[src/rtl/pp_rd_pkg.sv]
package pp_rd_pkg;
    typedef enum logic [1:0] {
        ST_IDLE        = 2'd0,
        ST_PULSE_RD    = 2'd1,
        ST_PULSE_MB    = 2'd2,
        ST_PULSE_OTHER = 2'd3
    } strobe_st_t;

    // encoded as {select-in, auto-feed}
    typedef enum logic [1:0] {
        SRC_CHAN_A = 2'b00,
        SRC_CHAN_B = 2'b01,
        SRC_MBOX   = 2'b10,
        SRC_ID     = 2'b11
    } bus_src_t;
endpackage

[src/rtl/pp_strobe_fsm.sv]
module pp_strobe_fsm
    import pp_rd_pkg::*;
(
    input  logic clk,
    input  logic rst_n,
    input  logic strobe,
    input  logic select,
    input  logic init,
    input  logic host_dir_in,
    output logic adv,
    output logic mb_wr
);
    strobe_st_t state, state_nxt;

    always_ff @(posedge clk or negedge rst_n) begin
        if (!rst_n) state <= ST_IDLE;
        else        state <= state_nxt;
    end

    always_comb begin
        state_nxt = state;
        unique case (state)
            ST_IDLE: begin
                if (strobe) begin
                    if (select && init && !host_dir_in) state_nxt = ST_PULSE_MB;
                    else if (!select)                   state_nxt = ST_PULSE_RD;
                    else                                state_nxt = ST_PULSE_OTHER;
                end
            end
            ST_PULSE_RD, ST_PULSE_MB, ST_PULSE_OTHER: begin
                if (!strobe) state_nxt = ST_IDLE;
            end
            default: state_nxt = ST_IDLE;
        endcase
    end

    always_comb begin
        adv   = 1'b0;
        mb_wr = 1'b0;
        unique case (state)
            ST_IDLE:        mb_wr = (state_nxt == ST_PULSE_MB);
            ST_PULSE_RD:    adv   = (state_nxt == ST_IDLE);
            ST_PULSE_MB:    ;
            ST_PULSE_OTHER: ;
            default:        ;
        endcase
    end
endmodule

[src/rtl/pp_sample_ptr.sv]
module pp_sample_ptr #(
    parameter int                ADDR_W = 15,
    parameter logic [ADDR_W-1:0] BASE   = 15'h4000,
    parameter logic [ADDR_W-1:0] LAST   = 15'h7FFF
) (
    input  logic              clk,
    input  logic              rst_n,
    input  logic              rewind,
    input  logic              adv,
    output logic [ADDR_W-1:0] ptr
);
    always_ff @(posedge clk or negedge rst_n) begin
        if (!rst_n)      ptr <= BASE;
        else if (rewind) ptr <= BASE;
        else if (adv)    ptr <= (ptr == LAST) ? BASE : ptr + 1'b1;
    end
endmodule

[src/rtl/pp_mailbox.sv]
module pp_mailbox #(
    parameter int DATA_W = 8
) (
    input  logic              clk,
    input  logic              rst_n,
    input  logic              host_wr,
    input  logic [DATA_W-1:0] host_wdata,
    input  logic              dev_wr,
    input  logic [DATA_W-1:0] dev_wdata,
    output logic [DATA_W-1:0] host_view,
    output logic [DATA_W-1:0] dev_view
);
    logic [DATA_W-1:0] slot;
    logic              host_last;

    always_ff @(posedge clk or negedge rst_n) begin
        if (!rst_n) begin
            slot      <= '0;
            host_last <= 1'b0;
        end else if (host_wr) begin
            slot      <= host_wdata;
            host_last <= 1'b1;
        end else if (dev_wr) begin
            slot      <= dev_wdata;
            host_last <= 1'b0;
        end
    end

    assign host_view = host_last ? '0 : slot;
    assign dev_view  = host_last ? slot : '0;
endmodule

[src/rtl/pp_readout_if.sv]
module pp_readout_if
    import pp_rd_pkg::*;
#(
    parameter int                DATA_W  = 8,
    parameter int                ADDR_W  = 15,
    parameter logic [ADDR_W-1:0] RD_BASE = 15'h4000,
    parameter logic [ADDR_W-1:0] RD_LAST = 15'h7FFF,
    parameter logic [DATA_W-1:0] ID_BYTE = 8'h55
) (
    input  logic              clk,
    input  logic              rst_n,
    input  logic              hs_strobe,
    input  logic              hs_feed,
    input  logic              hs_select,
    input  logic              hs_init,
    input  logic              host_dir_in,
    input  logic [DATA_W-1:0] pp_data_i,
    output logic [DATA_W-1:0] pp_data_o,
    output logic              pp_data_oe,
    output logic [ADDR_W-1:0] mem_addr,
    input  logic [DATA_W-1:0] mem_a_rdata,
    input  logic [DATA_W-1:0] mem_b_rdata,
    input  logic              scroll_en,
    input  logic [DATA_W-1:0] adc_a,
    input  logic [DATA_W-1:0] adc_b,
    input  logic              ptr_rewind,
    input  logic              dev_mb_wr,
    input  logic [DATA_W-1:0] dev_mb_wdata,
    output logic [DATA_W-1:0] dev_mb_rdata
);
    logic              ptr_adv;
    logic              mb_host_wr;
    logic [DATA_W-1:0] mb_host_view;
    logic [DATA_W-1:0] bus_nxt;
    bus_src_t          src;

    pp_strobe_fsm u_fsm (
        .clk         (clk),
        .rst_n       (rst_n),
        .strobe      (hs_strobe),
        .select      (hs_select),
        .init        (hs_init),
        .host_dir_in (host_dir_in),
        .adv         (ptr_adv),
        .mb_wr       (mb_host_wr)
    );

    pp_sample_ptr #(.ADDR_W(ADDR_W), .BASE(RD_BASE), .LAST(RD_LAST)) u_ptr (
        .clk    (clk),
        .rst_n  (rst_n),
        .rewind (ptr_rewind),
        .adv    (ptr_adv),
        .ptr    (mem_addr)
    );

    pp_mailbox #(.DATA_W(DATA_W)) u_mbox (
        .clk        (clk),
        .rst_n      (rst_n),
        .host_wr    (mb_host_wr),
        .host_wdata (pp_data_i),
        .dev_wr     (dev_mb_wr),
        .dev_wdata  (dev_mb_wdata),
        .host_view  (mb_host_view),
        .dev_view   (dev_mb_rdata)
    );

    assign src = bus_src_t'({hs_select, hs_feed});

    always_comb begin
        unique case (src)
            SRC_CHAN_A: bus_nxt = scroll_en ? adc_a : mem_a_rdata;
            SRC_CHAN_B: bus_nxt = scroll_en ? adc_b : mem_b_rdata;
            SRC_MBOX:   bus_nxt = mb_host_view;
            SRC_ID:     bus_nxt = ID_BYTE;
            default:    bus_nxt = '0;
        endcase
    end

    always_ff @(posedge clk or negedge rst_n) begin
        if (!rst_n) begin
            pp_data_o  <= '0;
            pp_data_oe <= 1'b0;
        end else begin
            pp_data_o  <= host_dir_in ? bus_nxt : '0;
            pp_data_oe <= host_dir_in;
        end
    end
endmodule

[config.mk]
export PLATFORM = sky130hd
export DESIGN_NAME = pp_readout_if
export DESIGN_NICKNAME = d
export VERILOG_FILES = /design/src/rtl/pp_rd_pkg.sv /design/src/rtl/pp_strobe_fsm.sv /design/src/rtl/pp_sample_ptr.sv /design/src/rtl/pp_mailbox.sv /design/src/rtl/pp_readout_if.sv
export SDC_FILE = /design/constraint.sdc
export NUM_CORES = 1
export LEC_CHECK = 0
export CAP_MARGIN = 20
export CORE_AREA = 2 2 81 83
export CTS_BUF_LIST = sky130_fd_sc_hd__clkbuf_16
export DETAILED_ROUTE_END_ITERATION = 12
export DIE_AREA = 0 0 83 85
export PLACE_DENSITY = 0.64
export SYNTH_ARGS = -nofsm -noshare
export SYNTH_HDL_FRONTEND = slang
export SYNTH_SLANG_ARGS = --single-unit
[constraint.sdc]
create_clock -name clk -period 2.52 [get_ports clk]
set_input_delay 0.504 -clock clk [delete_from_list [all_inputs] [get_ports clk]]
set_output_delay 0.504 -clock clk [all_outputs]
set_load 0.02 [all_outputs]
==> results of run 1 <==
-- layout by cell type, fill, tap and decap left out, types with 7 or more instances in the layout --
cell type | Yosys | routed
and2_1 | 9 | 9
o21ai_0 | 12 | 12
dfrtp_1 | 34 | 34
inv_1 | 7 | 9
nor2_1 | 17 | 17
clkdlybuf4s50_1 | 0 | 88
nand2_1 | 8 | 8
nand3_1 | 7 | 7
a21oi_1 | 20 | 20
mux2i_1 | 8 | 8
mux4_2 | 8 | 8
-- cells in the mapped netlist (all sizes together) (6+ instances only) --
master | n | area [sq um]
o21ai | 12 | 60.1
nand3 | 7 | 35.0
inv | 7 | 26.3
mux2i | 8 | 80.1
dfrtp | 34 | 851
nand2b | 6 | 37.5
a21oi | 20 | 100
nand2 | 8 | 30.0
and2 | 9 | 56.3
nor2 | 17 | 63.8
mux4 | 8 | 180
-- how the worst max path moves through the flow --
stage / from / to / slack (ps)
floorplan: u_ptr.ptr[0]$_DFFE_PN0P_ / u_ptr.ptr[10]$_DFFE_PN0P_ / 570
global placement: hs_strobe / u_ptr.ptr[11]$_DFFE_PN0P_ / 280
detailed placement: hs_strobe / u_ptr.ptr[7]$_DFFE_PN0P_ / 230
CTS: u_mbox.host_last$_DFFE_PN0P_ / dev_mb_rdata[6] / 410
global route: hs_strobe / u_ptr.ptr[10]$_DFFE_PN0P_ / 300
finish: u_mbox.host_last$_DFFE_PN0P_ / dev_mb_rdata[6] / 440
-- worst max-delay path, delay by kind of cell, from the launching register on --
| family | cells | cell delay [ps] |
|---|---|---|
| simple gates | 1 | 180 |
| flops | 1 | 500 |
| buf+inv | 1 | 620 |
-- state kept, by name (all words and copies together) (netlist names) --
signal and cells:
pp_data_o 8, u_mbox.host_last 1, u_ptr.ptr 15, u_fsm.state 2, u_mbox.slot 8, pp_data_oe 1
-- kinds of logic after synthesis --
family / count (synthesis)
buffers and inverters: 16
xor gates and xnor gates: 1
adders and majority gates: 1
DFF: 35
AOI/OAI and AO/OA: 48
muxes: 16
and+or+nand+nor: 75
-- through the flow --
stage               std cells  setup WS, ps  utilization, %  power [mW]  area [sq um]
floorplan                 192           568               -       0.756          1960
global placement          355           283            47.4       0.933          2940
detailed placement        355           227            47.4       0.936          2940
CTS                       363           414            49.6        1.52          3080
global route              363           302            49.6        1.58          3080
finish                    363           438            49.6        1.49          3080
-- area by class of cell --
type | instances | area, sq um
clock buffer | 5 | 125
clock inverter | 3 | 12.5
fill | 589 | 3130
inverter | 7 | 26.3
multi-input combinational | 141 | 1010
sequential | 35 | 877
tap | 77 | 96.3
timing repair buffer | 95 | 931
-- where the power goes --
group | switching (mW) | internal (mW) | total (mW)
clock | 0.215 | 0.357 | 0.571
sequential | 0.0323 | 0.598 | 0.630
combinational | 0.117 | 0.174 | 0.291
total | 0.364 | 1.13 | 1.49
-- routing by layer --
| layer | part of all wire, % | vias to the layer above | global-route usage, % |
|---|---|---|---|
| li1 | - | 895 | - |
| met1 | 42 | 840 | 18.1 |
| met2 | 46 | 82 | 26.2 |
| met3 | 10 | 7 | 6.52 |
| met4 | 1.2 | 0 | 4.47 |
| met5 | 0 | - | 0 |
==> impl_results.md, run 1 <==
* Critical path arrival at around 1600 ps
* Slew Limit Fails at 0
* Sequential area share after synthesis at 44.8%
* Pleak at ~1.2 nW
* FP Rows at 29
* Compound-cell area share of the yosys netlist at 15.7%
* Post-Synth Simple-Gate Area at around 22%
* Status: finished clean
* RR Endpoint: u_ptr.ptr[7]$_DFFE_PN0P_
* Period minus WS final at 2080 ps
* CTS tree: yes
* Layout cells sized above 1 at slightly below 9%
* Worst hold margin at between 300 and 400 ps
* Detailed placement HPWL at 4.08 mm
* Max Clk Rate at 0.480 GHz
* Setup TNS at 0 ps
* R2r startpoint: u_ptr.ptr[0]$_DFFE_PN0P_
* Synth warn at 0
* Period Utilization, post-route at 82.6%
* Largest family of logic cells by synthesized area: simple AND/OR/NAND/NOR gates
* WP data required at 2020 ps
* Clk_skew at 3.38 ps
* Final hold violation count at 0
* R2r worst-path depth at 5
* Worst slew pin tran at slightly above 800 ps
* Maxcap violations at 0
* XOR/XNOR Fraction of Synth Area at less than 1%
* RePlAce Congestion at 0.819
* Post-synthesis cell count at about 190
* Die H at between 80 and 90 microns
* Power density cells at 485 nW/um^2
* Slowest cell on the critical path: clkdlybuf4s50_1
* Hold Buf Count CTS at 0
* TritonRoute pass-1 iters at 4
* Pin count of the biggest net entering global routing at 36
* Routed Antenna Nets at 0
* Diode count at 0
* Crit path capture type: output port
* Antenna violations before repair at 0
* Mux share of post-synthesis cell area at a little over an eighth
* Unrepaired setup endpoints after global routing: no
* Total number of vias at 1824
* Starting Density at a little under a third
* Hold WC Path Type: in -> async
* Flop-to-flop setup slack at approximately 500 ps
* Core area at between 6000 and 7000 sq um
* Io pins at 90
* Mapped Avg Cell Area at 10.2 sq um
* Top FF cell, synth: dfrtp_1
* Final wirelength at 5.28 mm
* Worst skew pair latency at 270 ps
* Via density at between 5 and 6
* Critical path class: reg -> out
* Yosys cell types at 39
* H-tree Lvls at 2
* Number of flops mapped to enable cells by yosys at 0
* CTS buffer count at 5
* Port Buf Inserts at 89
* GRT Overall Usage at ~15%
* Cell Area, Synth at 1960 sq um
* First-pass GRT wire length at 8.71 mm
* Wire per inst at 14.5 microns
* Max-Slew Margin vs Limit at 46.0%
* Yosys reg bits at 35
* Worst path cell trace: and2_1 > clkdlybuf4s50_1
* Peak VDD IR at 223 uV
* Clock buffer depth at 2
* Syn_nets at 251
* Post-synth ARST share at 100%
* Remaining DRCs at 0
* Sink Count at 35
* Crit path max fanout at 10
* Post-CTS Resized at 0
* Clock slew at reported path FFs at roughly 50 ps
* Root buffer cell: clkbuf_16
* Nets at between 300 and 400
* CP Launch Type: flip-flop
* Die area at 7060 sq um
* Post-CTS Setup Bufs at 0
* GRT overflow at 0
* Die width at 83 microns
* Detailed Route Iter0 Violations at 53
* Adder-Cell Fraction of Synth Area at 0.639%
* CP peak stage delay at 620 ps
* Number of global-route vias before repair at 1852
* # setup viols final at 0
* Area Growth Syn to Fin at 57.3%
Note: power is estimated with default switching activity, not from simulation.
==> run 2: changes to the inputs <==
PLACE_DENSITY = 0.67   (was 0.64)
clock period = 1.9 ns   (was 2.52 ns; I/O delays follow)
==> impl_results.md, run 2 (synthesis gave the netlist of run 1 again) <==
* Die area at 7060 sq um (unchanged)
* Pleak at 1.38 nW (was 1.23 nW)
* Period minus WS final at 1860 ps
* Crit path max fanout at 10 (unchanged)
* Most frequent cells in the layout: clkdlybuf4s50_1, dfrtp_1, a21oi_1 (unchanged)
* FP Rows at 29 (unchanged)
* WP data required at 1520 ps (was 2020 ps)
* Maxcap violations at 0 (unchanged)
* CP peak stage delay at 610 ps (was 620 ps)
* RePlAce Congestion at 0.853 (was 0.819)
* Nets at 355 (was 344)
* Max-Slew Margin vs Limit at 65.0% (was 46.0%)
* Die width at 83 microns (unchanged)
* Detailed Route Iter0 Violations at 86 (was 53)
* Setup WS pre-CTS at -72.3 ps (was 227 ps)
* Hold WC Path Type: in -> async (unchanged)
* Power density cells at 630 nW/um^2 (was 485 nW/um^2)
* GRT overflow at 0 (unchanged)
* Setup TNS at 0 ps (unchanged)
* Non-filler cells in the finished layout at 374 (was 363)
* Max reg flops at 15 (unchanged)
* GRT Overall Usage at 16.6% (was 15.5%)
* # setup viols final at 0 (unchanged)
* Remaining DRCs at 0 (unchanged)
* Final core utilization at 52.0% (was 49.6%)
* Io pins at 90 (unchanged)
* Critical path arrival at 1480 ps (was 1580 ps)
* H-tree Lvls at 2 (unchanged)
* Status: finished clean (unchanged)
* Via density at 5.11 (was 5.02)
* Total power at 2.03 mW (was 1.49 mW)
* Max Clk Rate at 0.537 GHz
* Worst skew pair latency at 280 ps (was 270 ps)
* Final hold violation count at 0 (unchanged)
* Total number of vias at 1912 (was 1824)
* Critical path class: reg -> out (unchanged)
* Worst slew pin tran at 523 ps (was 810 ps)
* Worst path cell trace: and2_1 > clkdlybuf4s50_1 (unchanged)
* Biggest register: u_ptr.ptr (unchanged)
* Final Cell Area at 3230 sq um (was 3080 sq um)
* Wire per inst at 14.7 microns (was 14.5 microns)
* Pin count of the biggest net entering global routing at 36 (unchanged)
* Dpl cell area at 3060 sq um (was 2940 sq um)
* Root buffer cell: clkbuf_16 (unchanged)
* Final wirelength at 5.50 mm (was 5.28 mm)
* Slew Limit Fails at 0 (unchanged)
* CP Launch Type: flip-flop (unchanged)
* CTS tree: yes (unchanged)
* Peak VDD IR at 359 uV (was 223 uV)
* Worst hold margin at 473 ps (was 323 ps)
* Clock buffer depth at 2 (unchanged)
* Clk_skew at 2.43 ps (was 3.38 ps)
* Diode count at 0 (unchanged)
* Placed Instances at 365 (was 355)
* Detailed placement HPWL at 4.23 mm (was 4.08 mm)
* Final worst slack at 37.5 ps (was 438 ps)
* Core area at 6200 sq um (unchanged)
* Largest regs: u_ptr.ptr: 15 flops, pp_data_o: 8 flops, u_mbox.slot: 8 flops (unchanged)
* Routed Antenna Nets at 0 (unchanged)
* Layout cells sized above 1 at 13.8% (was 8.74%)
* TritonRoute pass-1 iters at 4 (unchanged)
* Die H at 85 microns (unchanged)
* Most common cell after layout, fill and taps aside: clkdlybuf4s50_1 (unchanged)
* Slowest cell on the critical path: clkdlybuf4s50_1 (unchanged)
* Port Buf Inserts at 89 (unchanged)
* CTS buffer count at 5 (unchanged)
* Number of global-route vias before repair at 1967 (was 1852)
* Clock slew at reported path FFs at 50 ps (about the same)
* Hold Buf Count CTS at 0 (unchanged)
* Sink Count at 35 (unchanged)
* Starting Density at 31.5% (unchanged)
* R2r startpoint: u_ptr.ptr[1]$_DFFE_PN0P_ (was u_ptr.ptr[0]$_DFFE_PN0P_)
* Antenna violations before repair at 0 (unchanged)
* Area Growth Syn to Fin at 65.0% (was 57.3%)
* First-pass GRT wire length at 9.31 mm (was 8.71 mm)
* Period Utilization, post-route at a little over nine tenths
* Worst setup path startpoint: u_mbox.host_last$_DFFE_PN0P_ (unchanged)
* Crit path capture type: output port (unchanged)
## run 2: changes by cell type in the layout (fill, tap and decap cells not counted), moves of 3 or more
cell,previous run,this run
buf_12,0,3
clkdlybuf4s50_1,88,84
dfrtp_2,0,3
dlymetal6s2s_1,0,5
buf_4,6,14
dfrtp_1,34,31
## run 2: per-layer routing
metal  share of wire [%]  track usage [%]  wire (microns)
met5                   0                0               0
met3                 9.9             6.71             546
met2                  50             28.4            2760
met1                  38             18.9            2110
met4                 1.5             5.66              85
## run 2: power breakdown
group	internal [mW]	total, mW	switching, mW	leakage [nW]
sequential	0.793	0.830	0.0372	0.446
combinational	0.254	0.421	0.167	0.861
clock	0.478	0.782	0.305	0.0710
## run 2: what timing repair did
| item | in CTS | in global routing |
|---|---|---|
| endpoints found under the setup margin | 8 | 9 |
| pin swaps | 0 | 0 |
| setup buffers | 0 | 1 |
| gates resized for setup | 1 | 6 |
## run 2: final cells by class
cell class	instances	area [sq um]
Clock buffer	5	125
Clock inverter	3	16.3
Fill cell	550	2980
Inverter	7	26.3
Multi-Input combinational cell	141	1010
Sequential cell	35	881
Tap cell	77	96.3
Timing Repair Buffer	106	1070
## run 2: final timing paths
| path | end | slack [ps] | depth (start not counted) |
|---|---|---|---|
| max in group asynchronous | u_ptr.ptr[14]$_DFFE_PN1P_ | 1180 | 2 |
| min reg2reg | u_ptr.ptr[1]$_DFFE_PN0P_ | 530 | 1 |
| min in group clk | u_ptr.ptr[1]$_DFFE_PN0P_ | 530 | 1 |
| max reg2reg | u_ptr.ptr[11]$_DFFE_PN0P_ | 110 | 5 |
| min | u_mbox.slot[7]$_DFFE_PN0P_ | 470 | 2 |
| max | dev_mb_rdata[1] | 40 | 2 |
## run 2: worst max-delay path, delay by kind of cell (launching register included)
| kind | cells | cell delay (ps) |
|---|---|---|
| flops | 1 | 450 |
| buf+inv | 1 | 610 |
| simple gates | 1 | 150 |
==> run 3: changes to the inputs <==
SKIP_LAST_GASP = 1   (was default)
==> results of run 3 <==
The final DEF is identical to that of run 2; final timing and power are the same.
